**src/rtl/rst_cause_pkg.sv**
```systemverilog
package rst_cause_pkg;

  localparam int STAT_W  = 8;
  localparam int NUM_SRC = 4;

  localparam int POS_POR = 0;
  localparam int POS_EXT = 1;
  localparam int POS_BOD = 2;
  localparam int POS_WDT = 3;

  // Priority of one flag update: forced clear, then set, then software clear, then hold.
  function automatic logic flag_next(input logic cur,
                                     input logic set,
                                     input logic force_clr,
                                     input logic sw_clr);
    logic nxt;
    if (force_clr)   nxt = 1'b0;
    else if (set)    nxt = 1'b1;
    else if (sw_clr) nxt = 1'b0;
    else             nxt = cur;
    return nxt;
  endfunction

endpackage

```
**src/rtl/rst_cause_wr_decode.sv**
```systemverilog
module rst_cause_wr_decode #(
  parameter int STAT_W  = 8,
  parameter int NUM_SRC = 4
) (
  input  logic               wr_en_i,
  input  logic [STAT_W-1:0]  wr_data_i,
  output logic [NUM_SRC-1:0] clr_o,
  output logic               rsvd_touch_o
);

  localparam int RSVD_W = STAT_W - NUM_SRC;

  // A zero in a flag position of the write data requests a clear.
  always_comb begin
    clr_o = '0;
    if (wr_en_i) clr_o = ~wr_data_i[NUM_SRC-1:0];
  end

  // Ones written toward reserved bits: brought out only for checking.
  generate
    if (RSVD_W > 0) begin : g_rsvd
      assign rsvd_touch_o = wr_en_i & (|wr_data_i[STAT_W-1:NUM_SRC]);
    end else begin : g_no_rsvd
      assign rsvd_touch_o = 1'b0;
    end
  endgenerate

endmodule

```
**src/rtl/rst_cause_flag.sv**
```systemverilog
module rst_cause_flag
  import rst_cause_pkg::*;
(
  input  logic clk_i,
  input  logic arm_i,
  input  logic set_i,
  input  logic force_clr_i,
  input  logic sw_clr_i,
  output logic q_o
);

  logic q_q;

  // State with no reset: only the power-on path gives it a known value.
  always_ff @(posedge clk_i) begin
    q_q <= flag_next(q_q, set_i, force_clr_i, sw_clr_i);
  end

  assign q_o = q_q;

  AST_FORCE_CLEARS: assert property (@(posedge clk_i) disable iff (!arm_i)
    force_clr_i |=> !q_o);
  AST_SET_WINS: assert property (@(posedge clk_i) disable iff (!arm_i)
    (set_i && !force_clr_i) |=> q_o);
  AST_ZERO_WRITE_CLEARS: assert property (@(posedge clk_i) disable iff (!arm_i)
    (sw_clr_i && !set_i && !force_clr_i) |=> !q_o);
  AST_IDLE_HOLDS: assert property (@(posedge clk_i) disable iff (!arm_i)
    (!sw_clr_i && !set_i && !force_clr_i) |=> $stable(q_o));

endmodule

```
**src/rtl/rst_cause_status.sv**
```systemverilog
module rst_cause_status
  import rst_cause_pkg::*;
(
  input  logic              clk_i,
  input  logic              por_evt_i,
  input  logic              ext_evt_i,
  input  logic              bod_evt_i,
  input  logic              wdt_evt_i,
  input  logic              wr_en_i,
  input  logic [STAT_W-1:0] wr_data_i,
  output logic [STAT_W-1:0] status_o
);

  localparam int RSVD_W = STAT_W - NUM_SRC;

  logic [NUM_SRC-1:0] evt_vec;
  logic [NUM_SRC-1:0] sw_clr;
  logic [NUM_SRC-1:0] flag_q;
  logic               rsvd_touch;
  logic               por_seen_q;

  always_comb begin
    evt_vec          = '0;
    evt_vec[POS_POR] = por_evt_i;
    evt_vec[POS_EXT] = ext_evt_i;
    evt_vec[POS_BOD] = bod_evt_i;
    evt_vec[POS_WDT] = wdt_evt_i;
  end

  // Arms the checks once the state has been forced to a known value.
  always_ff @(posedge clk_i) begin
    por_seen_q <= por_seen_q | por_evt_i;
  end

  rst_cause_wr_decode #(
    .STAT_W  (STAT_W),
    .NUM_SRC (NUM_SRC)
  ) i_wr_decode (
    .wr_en_i      (wr_en_i),
    .wr_data_i    (wr_data_i),
    .clr_o        (sw_clr),
    .rsvd_touch_o (rsvd_touch)
  );

  generate
    for (genvar gi = 0; gi < NUM_SRC; gi++) begin : g_flag
      if (gi == POS_POR) begin : g_por
        rst_cause_flag i_flag (
          .clk_i       (clk_i),
          .arm_i       (por_seen_q),
          .set_i       (evt_vec[gi]),
          .force_clr_i (1'b0),
          .sw_clr_i    (sw_clr[gi]),
          .q_o         (flag_q[gi])
        );
      end else begin : g_src
        rst_cause_flag i_flag (
          .clk_i       (clk_i),
          .arm_i       (por_seen_q),
          .set_i       (evt_vec[gi]),
          .force_clr_i (por_evt_i),
          .sw_clr_i    (sw_clr[gi]),
          .q_o         (flag_q[gi])
        );
      end
    end
  endgenerate

  assign status_o = {{RSVD_W{1'b0}}, flag_q};

  AST_RSVD_STAY_ZERO: assert property (@(posedge clk_i) disable iff (!por_seen_q)
    rsvd_touch |=> (status_o[STAT_W-1:NUM_SRC] == '0));
  AST_POR_FLAG_SETS: assert property (@(posedge clk_i) disable iff (!por_seen_q)
    por_evt_i |=> status_o[POS_POR]);
  AST_POR_CLEARS_OTHERS: assert property (@(posedge clk_i) disable iff (!por_seen_q)
    por_evt_i |=> (status_o[NUM_SRC-1:1] == '0));

endmodule

```
**config.mk**
```make
export PLATFORM = sky130hd
export DESIGN_NAME = rst_cause_status
export DESIGN_NICKNAME = d
export VERILOG_FILES = /design/src/rtl/rst_cause_pkg.sv /design/src/rtl/rst_cause_wr_decode.sv /design/src/rtl/rst_cause_flag.sv /design/src/rtl/rst_cause_status.sv
export SDC_FILE = /design/constraint.sdc
export NUM_CORES = 1
export LEC_CHECK = 0
export ABC_AREA = 1
export BUFFER_PORTS_ARGS = -buffer_cell sky130_fd_sc_hd__buf_2
export CORE_AREA = 10 10 47 49
export CTS_CLUSTER_DIAMETER = 60
export DETAILED_ROUTE_END_ITERATION = 10
export DIE_AREA = 0 0 57 59
export SLEW_MARGIN = 5
export SYNTH_ARGS = -nofsm -noshare
export SYNTH_HDL_FRONTEND = slang
export SYNTH_SLANG_ARGS = --single-unit
```
**constraint.sdc**
```tcl
create_clock -name clk_i -period 0.8 [get_ports clk_i]
set_input_delay 0.08 -clock clk_i [delete_from_list [all_inputs] [get_ports clk_i]]
set_output_delay 0.08 -clock clk_i [all_outputs]
set_load 0.02 [all_outputs]
```
=== After elaboration in Yosys (flattened, before gate mapping) ===
Index checks and enable logic that the tools add are counted.

* Flip-flop bits (word level): 4
* Bits of input ports: 14
* Output and inout bits: 8
* Word-level logic and storage cells: 15

* Multiplexer cells: 7
* Bitwise operators: 1
* Reductions and logical operators: 3

{| class="wikitable"
|+ Operators with widths
! kind !! count
|-
| $mux 1 || 6
|-
| $reduce_bool 2->1 || 3
|-
| $mux 4 || 1
|-
| $not 4->4 || 1
|}

=== Logic depth before layout (Yosys ltp) ===
* Word-level depth: 4
* Mapped depth: 4
* Gate-level depth less buffers: 4

=== Modules after synthesis ===
From an unflattened synthesis, not the netlist that was laid out.

* Cells, all modules: 37
* Area total of the unflattened synthesis: 260.2 µm²

{| class="wikitable"
|+ By module, submodules not included
! module !! times used !! cells each !! area an instance (µm²) !! sequential area each (µm²)
|-
| rst_cause_flag || 4 || 5 || 40.0 || 20.0
|-
| rst_cause_status || 1 || 9 || 65.1 || 20.0
|-
| rst_cause_wr_decode || 1 || 8 || 35.0 || 0.0
|}

=== Worst setup path before layout ===
Ideal clock, no wire load.

* Kind: register -> output
* From: reg g_flag[1].g_src.i_flag.q_q
* To: out status_o[1]
* Data arrival time: 433 ps
* Setup slack: 287 ps
* Cell stages (with the launch flop): 2
* Cell sequence: dfxtp_1 buf_4

{| class="wikitable"
|+ RTL lines
! element !! RTL line !! text
|-
| start: declaration || rst_cause_flag.sv:12 || <nowiki>logic q_q;</nowiki>
|-
| start signal: assignment || rst_cause_flag.sv:16 || <nowiki>q_q <= flag_next(q_q, set_i, force_clr_i, sw_clr_i);</nowiki>
|-
| end: declaration || rst_cause_status.sv:11 || <nowiki>output logic [STAT_W-1:0] status_o</nowiki>
|}

No word-level cell between the ends.

=== Worst setup path after layout ===
* From: reg g_flag[2].g_src.i_flag.q_q
* To: out status_o[2]

{| class="wikitable"
|+ RTL lines
! element !! RTL line
|-
| start: declaration || rst_cause_flag.sv:12
|-
| start signal: assignment || rst_cause_flag.sv:16
|}

No word-level cell between the ends.

==> flow_summary.yaml <==
placed_design:
  io_buffers: 13
  hpwl_um: 477
  dp_cells: 56
  place_congestion: 0.600
synth:
  yosys_warnings: 0
  ys_seq_elements: 4
  synth_top_area_share_pct: 36.4
  ys.flop_type: "dfxtp_1"
  synth-seq-area-share_pct: 36.4
  synth_edf_count: 0
  avgSynthCellArea_sq_um: 6.88
  yosysUniqueCellTypes: 7
  netlist_area_sq_um: 220
  postSynth.asyncResetShare_pct: 0
  yosys.area.top_type: "dfxtp_1"
  yosys-top-cells-area: "dfxtp_1, buf_4, inv_1"
  syn_inst: 32
  yosys-top-cells-count: "buf_4, inv_1, nand2_1"
timing:
  rsz0062_at_grt: "no"
  hold_violations: 0
  period_share_pct: 96.0
  setup_viol: 0
  fmax_mhz: 1300
  drv_slew: 0
  fin_skew_ns: 0
  fin_setup_tns_ns: 0
  finalWorstPathRequiredPeriod_ns: 0.768
worst_setup_path:
  cp_slowest_cell: "dfxtp_1"
  crit_arrival_ns: 0.69
  critical_path.max_stage_delay_ns: 0.32
  setup.worst_path.class: "flop to output pin"
  start_kind: "flop"
  cp.buffers_inverters: 1
  worstSetupEndpointType: "output pin"
  cp_top_family: "flip-flops"
  crit_path_cell_trace: "buf_4"
  worstPathRequired_ns: 0.72
  worstPathMaxFanout: 2
cts:
  ctsHtreeMaxLevel: 1
  cts.sinks: 4
  cts_buffers: 3
  cts_root_buf: "clkbuf_4"
  clock_latency_ns: 0.23
  cts_buffer_depth: 2
  cts_setup_buffers: 0
  path_clk_slew_ns: 0.04
  holdBufCountCts: 0
  cts_tree: "built"
drt:
  via_count: 195
  initialDrtViolationCount: 3
  wl_met1_um: 208
  wire_per_inst_um: 9.32
  drc: 0
  wl_um: 550
  wl_met2_um: 240
  viasPerCell: 3.31
  wl_met3_um: 73
  topRoutingLayerUsed: "met4"
  drtPass1Iterations: 2
  antenna_left: 0
layout:
  n_antenna_cell: 0
  drive_gt1_share_pct: 41.9
  final_nets: 59
  instances_no_fill: 59
  syn_to_final_growth_pct: 35.8
  nFillCells: 176
floorplan:
  core_sq_um: 1400
  die_x_um: 57
  die_h_um: 59
  io_pins: 22
  fp-row-count: 14
  die_area_sq_um: 3360
  start_util_pct: 15.7
status:
  status: "finished clean"
power:
  leakagePower_nw: 0.181
  peakVddDrop_mv: 0.304
  powerDensity_nw_per_um2: 1950
global_routing:
  antenna_found_initial: 0
  grt_pass1_vias: 226
  grt_pass1_wl_um: 903
  grt_max_degree: 5
  grt_util_all_layers_pct: 3.86
  grt_overflow: 0
flow_run:
  cap_violations: 0
min_path:
  hp-class: "primary input to flop"
state kept, by name, summed over array words and instances, names as in the netlist:
signal                   flops
g_flag.g_src.i_flag.q_o      3
g_flag.g_por.i_flag.q_o      1
cells by family (layout without fill, tap and decap cells):
kind of cell,after synthesis,after routing,synth area share (%)
buffers and inverters,16,24,40.9
AND/OR/NAND/NOR,7,7,11.9
AO/OA/AOI/OAI,4,4,9.09
flip-flops,4,4,36.4
other,1,4,1.70
cells in the final DEF (no fill, tap or decap):
master and n:
conb_1 4, dfxtp_1 2, a21oi_1 3, inv_1 8, o21ai_1 1, dfxtp_2 2
buf_4 2, nand2_1 7, clkbuf_4 3, buf_6 2, buf_2 9
metal layers:
metal  global-route usage [%]  vias up
li1                         -      101
met1                     2.76       79
met5                        0        -
met2                     4.96       13
met3                     2.15        2
met4                     8.05        0
path summary, 6_finish.rpt:
path | start | to | slack, ns | depth (start not counted)
max | g_flag[2].g_src.i_flag.q_o$_SDFFE_PP0P_ | status_o[2] | 0.03 | 1
max reg2reg | g_flag[0].g_por.i_flag.q_o$_SDFFE_PP1P_ | g_flag[0].g_por.i_flag.q_o$_SDFFE_PP1P_ | 0.24 | 2
min reg2reg | g_flag[1].g_src.i_flag.q_o$_SDFFE_PP0P_ | g_flag[1].g_src.i_flag.q_o$_SDFFE_PP0P_ | 0.46 | 2
min | por_evt_i | g_flag[3].g_src.i_flag.q_o$_SDFFE_PP0P_ | 0.06 | 2
report_power, final:
| part | internal, mW | switching (mW) |
|---|---|---|
| Sequential | 0.216 | 0.00721 |
| Combinational | 0.0479 | 0.0637 |
| Clock | 0.168 | 0.0794 |
through the flow:
step	util [%]	instance area (sq um)	total power [mW]	setup slack, ns	hold slack, ns
after global routing	21.3	299	0.612	0.00530	0.0612
after CTS	20.3	284	0.585	0.00290	0.0520
after detailed placement	18.3	256	0.324	0.251	0.296
after global placement	18.3	256	0.321	0.257	0.285
after floorplan	-	231	0.315	0.287	0.149
final	21.3	299	0.582	0.0317	0.0554
layout make-up:
class / instances / area [sq um] / area share, %
tap: 16 / 20.0 / 6.69
inverter: 8 / 30.0 / 10.0
timing repair buffer: 13 / 82.6 / 27.6
multi-input combinational: 15 / 61.3 / 20.5
sequential: 4 / 82.6 / 27.6
clock buffer: 3 / 22.5 / 7.53
timing repair:
action	4_1_cts	5_1_grt
setup endpoints to repair	2	3
gates resized for setup	2	6
cloned	0	0
Note: power is estimated with default switching activity, not from simulation.
